<file path="config.mk">
export PLATFORM = sky130hd
export DESIGN_NAME = hla_copy_addr
export DESIGN_NICKNAME = d
export VERILOG_FILES = /design/src/rtl/hla_pkg.sv /design/src/rtl/hla_mode_tap.sv /design/src/rtl/hla_window_mask.sv /design/src/rtl/hla_side_gen.sv /design/src/rtl/hla_copy_addr.sv
export SDC_FILE = /design/constraint.sdc
export NUM_CORES = 1
export LEC_CHECK = 0
export BUFFER_PORTS_ARGS = -buffer_cell sky130_fd_sc_hd__buf_4
export CORE_MARGIN = 2
export CORE_UTILIZATION = 55
export CTS_BUF_LIST = sky130_fd_sc_hd__clkbuf_4 sky130_fd_sc_hd__clkbuf_8
export CTS_CLUSTER_SIZE = 25
export DETAILED_ROUTE_END_ITERATION = 12
export PLACE_DENSITY_LB_ADDON = 0.05
export SYNTH_ARGS = -nofsm -noshare
export SYNTH_HDL_FRONTEND = slang
export SYNTH_SLANG_ARGS = --single-unit
</file>
<file path="constraint.sdc">
create_clock -name clk -period 9.3 [get_ports clk]
set_clock_uncertainty 0.05 [all_clocks]
set_input_delay 2.325 -clock clk [delete_from_list [all_inputs] [get_ports clk]]
set_output_delay 2.325 -clock clk [all_outputs]
set_load 0.01 [all_outputs]
</file>
<file path="src/rtl/hla_pkg.sv">
package hla_pkg;

    // Mode word bit positions for each side.
    localparam int SRC_EN_BIT = 12;
    localparam int DST_EN_BIT = 13;
    localparam int SRC_SZ_LSB = 14;
    localparam int DST_SZ_LSB = 16;
    localparam int SZ_W       = 2;
    localparam int NUM_SIDES  = 2;

    typedef struct packed {
        logic            wrap_en;
        logic [SZ_W-1:0] log2_sz;
    } hold_cfg_t;

endpackage

</file>
<file path="src/rtl/hla_mode_tap.sv">
module hla_mode_tap
    import hla_pkg::*;
#(
    parameter int MODE_W = 32,
    parameter int EN_BIT = 12,
    parameter int SZ_LSB = 14
) (
    input  logic [MODE_W-1:0] mode_word,
    output hold_cfg_t         cfg
);
    always_comb begin
        cfg.wrap_en = mode_word[EN_BIT];
        cfg.log2_sz = mode_word[SZ_LSB +: SZ_W];
    end
endmodule

</file>
<file path="src/rtl/hla_window_mask.sv">
module hla_window_mask
    import hla_pkg::*;
#(
    parameter int OFF_W = 32
) (
    input  hold_cfg_t        cfg,
    output logic [OFF_W-1:0] mask
);
    always_comb begin
        if (cfg.wrap_en) begin
            mask = (OFF_W'(1) << cfg.log2_sz) - OFF_W'(1);
        end else begin
            mask = '1;
        end
    end
endmodule

</file>
<file path="src/rtl/hla_side_gen.sv">
module hla_side_gen
    import hla_pkg::*;
#(
    parameter int ADDR_W = 32,
    parameter int MODE_W = 32,
    parameter int EN_BIT = 12,
    parameter int SZ_LSB = 14
) (
    input  logic              clk,
    input  logic              rst_n,
    input  logic [MODE_W-1:0] mode_word,
    input  logic [ADDR_W-1:0] base_in,
    input  logic              load,
    input  logic              adv,
    output logic [ADDR_W-1:0] addr
);
    typedef struct packed {
        logic [ADDR_W-1:0] base;
        logic [ADDR_W-1:0] off;
    } side_st_t;

    hold_cfg_t         cfg;
    logic [ADDR_W-1:0] mask;
    side_st_t          st_d, st_q;

    hla_mode_tap #(
        .MODE_W(MODE_W),
        .EN_BIT(EN_BIT),
        .SZ_LSB(SZ_LSB)
    ) tap_i (
        .mode_word(mode_word),
        .cfg      (cfg)
    );

    hla_window_mask #(
        .OFF_W(ADDR_W)
    ) mask_i (
        .cfg (cfg),
        .mask(mask)
    );

    always_comb begin
        st_d = st_q;
        if (load) begin
            st_d.base = base_in;
            st_d.off  = '0;
        end else if (adv) begin
            // The mask is all ones in linear mode, so the step is a plain increment.
            st_d.off = (st_q.off + ADDR_W'(1)) & mask;
        end
    end

    always_ff @(posedge clk or negedge rst_n) begin
        if (!rst_n) begin
            st_q <= '0;
        end else begin
            st_q <= st_d;
        end
    end

    assign addr = st_q.base + st_q.off;

    assert_load_R2: assert property (@(posedge clk) disable iff (!rst_n)
        load |=> addr == $past(base_in));

    assert_linear_step_R3: assert property (@(posedge clk) disable iff (!rst_n)
        (!load && adv && !cfg.wrap_en) |=> addr == $past(addr) + ADDR_W'(1));

    assert_window_bound_R4: assert property (@(posedge clk) disable iff (!rst_n)
        (!load && adv && cfg.wrap_en) |=> st_q.off <= $past(mask));

    assert_single_byte_R5: assert property (@(posedge clk) disable iff (!rst_n)
        (!load && adv && cfg.wrap_en && cfg.log2_sz == '0) |=> addr == $past(st_q.base));

    assert_idle_hold_R8: assert property (@(posedge clk) disable iff (!rst_n)
        (!load && !adv) |=> $stable(addr));

endmodule

</file>
<file path="src/rtl/hla_copy_addr.sv">
module hla_copy_addr
    import hla_pkg::*;
#(
    parameter int ADDR_W = 32,
    parameter int MODE_W = 32
) (
    input  logic              clk,
    input  logic              rst_n,
    input  logic [MODE_W-1:0] mode_word,
    input  logic [ADDR_W-1:0] src_base,
    input  logic              src_load,
    input  logic [ADDR_W-1:0] dst_base,
    input  logic              dst_load,
    input  logic              byte_adv,
    output logic [ADDR_W-1:0] src_addr,
    output logic [ADDR_W-1:0] dst_addr
);
    logic [NUM_SIDES-1:0][ADDR_W-1:0] base_v;
    logic [NUM_SIDES-1:0][ADDR_W-1:0] addr_v;
    logic [NUM_SIDES-1:0]             load_v;

    assign base_v = {dst_base, src_base};
    assign load_v = {dst_load, src_load};

    // Side 0 is the source side and side 1 is the destination side.
    for (genvar s = 0; s < NUM_SIDES; s++) begin : g_side
        hla_side_gen #(
            .ADDR_W(ADDR_W),
            .MODE_W(MODE_W),
            .EN_BIT((s == 0) ? SRC_EN_BIT : DST_EN_BIT),
            .SZ_LSB((s == 0) ? SRC_SZ_LSB : DST_SZ_LSB)
        ) side_i (
            .clk      (clk),
            .rst_n    (rst_n),
            .mode_word(mode_word),
            .base_in  (base_v[s]),
            .load     (load_v[s]),
            .adv      (byte_adv),
            .addr     (addr_v[s])
        );
    end

    assign src_addr = addr_v[0];
    assign dst_addr = addr_v[1];

    assert_reset_zero_R1: assert property (@(posedge clk)
        !rst_n |-> (src_addr == '0 && dst_addr == '0));

endmodule

</file>
==> impl_results.rst <==
.. list-table::
   :header-rows: 1

   * - Metric
     - Value
   * - Outcome
     - finished clean
   * - Period utilization
     - 65.3%
   * - Largest register by flop count
     - g_side.side_i.st_q
   * - Total gr overflow
     - 0
   * - Post-Route WL
     - 20,800 microns
   * - Layout overhead on the synthesized area
     - 17.9%
   * - CP top delay family
     - compound AO/OA/AOI/OAI gates
   * - CTS HTree Levels
     - 4
   * - Remaining routing DRC violations
     - 0
   * - Resize count post-CTS
     - 0
   * - Post-synth ARST share
     - 100%
   * - End of the worst hold path
     - g_side[0].side_i.st_q[32]
   * - Count of endpoints failing setup in the final report
     - 0
   * - Clock insertion delay at the later pin of the skew report
     - 0.44 ns
   * - Hold Path Cell Cnt
     - 1
   * - Endpoint arrival time on the critical path
     - 3.69 ns
   * - Largest fanout on the critical path
     - 5
   * - Yosys warning count
     - 0
   * - Count of buffering cells on the critical path with inverters included
     - 1
   * - Clock sinks
     - roughly 130
   * - Maximum number of pins on one net before global-route repair
     - 70
   * - Critical register-to-register path endpoint
     - g_side[1].side_i.st_q[25]
   * - Final non-filler cell area
     - 0.0106 sq mm
   * - Number of cells on the worst reg-to-reg path
     - 7
   * - Synthesized netlist cell count
     - 990
   * - Fmax
     - 165 MHz
   * - Slowest cell on the critical path
     - sky130_fd_sc_hd__dfrtp_1
   * - Number of flip-flops under the largest register name
     - 128
   * - Vias/cell
     - 5.74
   * - Width of the chip
     - 132 microns
   * - CTS Buf Count
     - 17
   * - Setup repair after global routing missed its margin
     - no
   * - Total number of vias
     - between 7,000 and 8,000
   * - Final cell utilization of the core
     - approximately 67%
   * - Worst Setup End Kind
     - primary output
   * - Type of the most critical hold path
     - flip-flop to flip-flop
   * - Worst-case clock buffer depth
     - 2
   * - Count leader, synth
     - sky130_fd_sc_hd__dfrtp_1
   * - 1st-pass router iterations
     - 5
   * - Static Leak
     - 0.00502 uW
   * - Number of standard cells in the layout, taps in and fillers out
     - 1,342
   * - Mapped cell area
     - 0.00902 sq mm
   * - Pwr Density
     - ~130 mW/mm^2
   * - Die area
     - 0.0174 sq mm
   * - Setup Fix Bufs, Post-CTS
     - 0
   * - Final min period
     - just over 6 ns
   * - Area of the placeable core
     - 0.0159 sq mm
   * - Starting density of the core
     - 56.6%
   * - Number of diodes
     - 0
   * - Fraction of final layout cells sized beyond drive strength 1
     - 21.8%
   * - Largest cells by area after synthesis
     - sky130_fd_sc_hd__dfrtp_1, sky130_fd_sc_hd__ha_1, sky130_fd_sc_hd__mux2_2
   * - Registers with the most flip-flops
     - g_side.side_i.st_q x128
   * - Number of global-route vias before repair
     - 7,452
   * - Port Buffers
     - roughly 140
   * - Setup TNS
     - 0 ns
   * - Ordered list of cells on the worst path
     - ha_1 -> fa_1 -> a21o_1 -> a221oi_4 -> nor3_1 -> or3_4 -> a221o_1 -> nor2_2 -> o2111ai_1 -> a21oi_1 -> xnor2_1 -> buf_4
   * - Average cell area after synthesis
     - around 9.1 sq um
   * - Count of routing violations after the opening detailed-route iteration
     - about 380
   * - Reg2Reg Setup Slack
     - 6.80 ns
   * - Most instantiated flip-flop cell in the synthesis netlist
     - sky130_fd_sc_hd__dfrtp_1
   * - Placement Rows
     - 46
   * - Height of the die
     - 132 microns
   * - Category of the most critical setup path
     - flip-flop to primary output
   * - Antenna violations before repair
     - 0
   * - Max capacitance violation total
     - 0
   * - Largest stage delay on the critical path
     - roughly 0.43 ns
   * - Inst Count DP
     - 1,310
   * - Post-synthesis sequential element count
     - 128
   * - Peak VDD IR
     - 0.0933 mV
   * - CTS tree
     - yes
   * - Worst hold margin
     - 0.460 ns
   * - Required time reported for the critical path endpoint
     - ~7 ns
   * - Ports
     - 165
   * - Global-route wire length before repair
     - 35,000 microns
   * - Final estimated routing congestion in global placement
     - 0.911
   * - Number of distinct standard cells referenced by the synthesized netlist
     - 58
   * - Final layout net count
     - roughly 1,300
   * - Startpoint of the most critical hold path
     - g_side[0].side_i.st_q[32]
   * - Most instantiated cells after synthesis
     - sky130_fd_sc_hd__dfrtp_1, sky130_fd_sc_hd__nor2_1, sky130_fd_sc_hd__a21oi_1
   * - Number of synthesized flops with an enable pin
     - 0
   * - Hpwl dp
     - around 15,000 microns
   * - Clock Root Buffer
     - sky130_fd_sc_hd__clkbuf_8
   * - Placed cell area
     - around 0.010 sq mm
   * - Total count of hold-check failures in the final report
     - 0
   * - Post-synth net total
     - 1,161
   * - GR Util All Layers
     - between 20% and 30%
   * - Final max-slew violation count
     - 0
   * - WL per Instance
     - between 15 and 20 microns
   * - Yosys top cell by area
     - sky130_fd_sc_hd__dfrtp_1
   * - Portion of synthesized cell area occupied by the leading cell type
     - 35.5%
   * - Critical path origin
     - g_side[0].side_i.st_q[0]
   * - Fraction of the yosys area taken by sequential cells
     - between 30% and 40%
   * - Count of hold buffers inserted by post-cts repair
     - 0
   * - Number of filler instances in the final layout
     - 1,389
   * - Residual antenna-violating net count after detailed routing
     - 0
   * - Launching element type of the critical path
     - flip-flop
   * - Launch instance of the worst register-to-register path
     - g_side[1].side_i.st_q[9]
   * - Clock input transition at the sequential cells of the worst setup and hold paths
     - approximately 0.07 ns
   * - Slew of the pin with the lowest slew margin
     - 0.897 ns
   * - Relative slew slack
     - 40.2%
-- cell usage in the layout, fill, tap and decap left out, drive strengths merged, types with 4 or more instances in the layout --
cell type | synthesis | routed
buf | 4 | 139
dfrtp | 128 | 128
nor2 | 97 | 97
a21oi | 95 | 95
ha | 68 | 68
nand2 | 65 | 65
mux2 | 65 | 65
o21ai | 52 | 52
xnor2 | 51 | 51
nand3 | 45 | 45
xor2 | 42 | 42
a21o | 37 | 37
clkbuf | 31 | 23
inv | 22 | 22
and3 | 19 | 19
nand2b | 18 | 18
nand4 | 18 | 18
nor3 | 18 | 18
o21bai | 14 | 14
or3 | 10 | 10
a31oi | 9 | 9
nor2b | 8 | 8
a211oi | 6 | 6
and4 | 6 | 6
nor4 | 5 | 5
o21a | 5 | 5
o211ai | 5 | 5
clkinvlp | 0 | 4
-- per-stage QoR --
step | power [uW] | worst slack (ns)
2_1_floorplan | 774 | 4.06
3_3_place_gp | 886 | 3.74
3_5_place_dp | 891 | 3.71
4_1_cts | 1420 | 3.19
5_1_grt | 1470 | 3.05
6_report | 1400 | 3.23
-- report_power, final --
| part | switching, uW | total [uW] | leakage, uW | internal, uW |
|---|---|---|---|---|
| Clock | 228 | 526 | 0.000211 | 299 |
| Sequential | 19.0 | 604 | 0.00164 | 585 |
| Combinational | 139 | 273 | 0.00317 | 134 |
| Total | 386 | 1400 | 0.00502 | 1020 |
-- layer usage --
metal / GRT usage [%] / up-vias / share of wire (%)
met5: 0 / - / 0
met4: 5.80 / 0 / 1.2
met3: 4.69 / 21 / 3.5
met2: 44.4 / 140 / 51
met1: 29.4 / 3699 / 44
li1: - / 3837 / -
-- worst max-delay path by stage --
stage	endpoint	slack (ns)	depth (start not counted)
after floorplan	src_addr[30]	4.06	11
after global placement	src_addr[30]	3.74	12
after detailed placement	src_addr[30]	3.71	12
after CTS	src_addr[30]	3.19	12
after global routing	src_addr[28]	3.05	12
final	src_addr[30]	3.23	12
-- cells by family after synthesis --
| group | count (synthesis) | share of synthesized area (%) |
|---|---|---|
| buf+inv | 58 | 2.41 |
| compound gates | 252 | 17.4 |
| simple gates | 322 | 17.4 |
| flops | 128 | 35.5 |
| mux | 67 | 8.34 |
| xor+xnor | 93 | 9.03 |
| fa+ha+maj | 70 | 9.88 |
-- area by class of cell --
class	count	area [sq um]	area share, %
sequential	128	3200	30.1
multi-input combinational	804	5600	52.6
timing repair buffer	139	1040	9.81
clock inverter	9	130	1.22
inverter	23	86.3	0.812
clock buffer	23	304	2.86
tap	216	270	2.54
-- worst register-to-register path: stages (launching register included) --
cell and delay [ns]:
sky130_fd_sc_hd__dfrtp_1 0.48, sky130_fd_sc_hd__nand3_1 0.13, sky130_fd_sc_hd__nor2_1 0.17, sky130_fd_sc_hd__nand3_1 0.15, sky130_fd_sc_hd__or3_1 0.46, sky130_fd_sc_hd__or3_1 0.41, sky130_fd_sc_hd__or4_1 0.42, sky130_fd_sc_hd__a21oi_1 0.15
(Power assumes the default switching activity.)
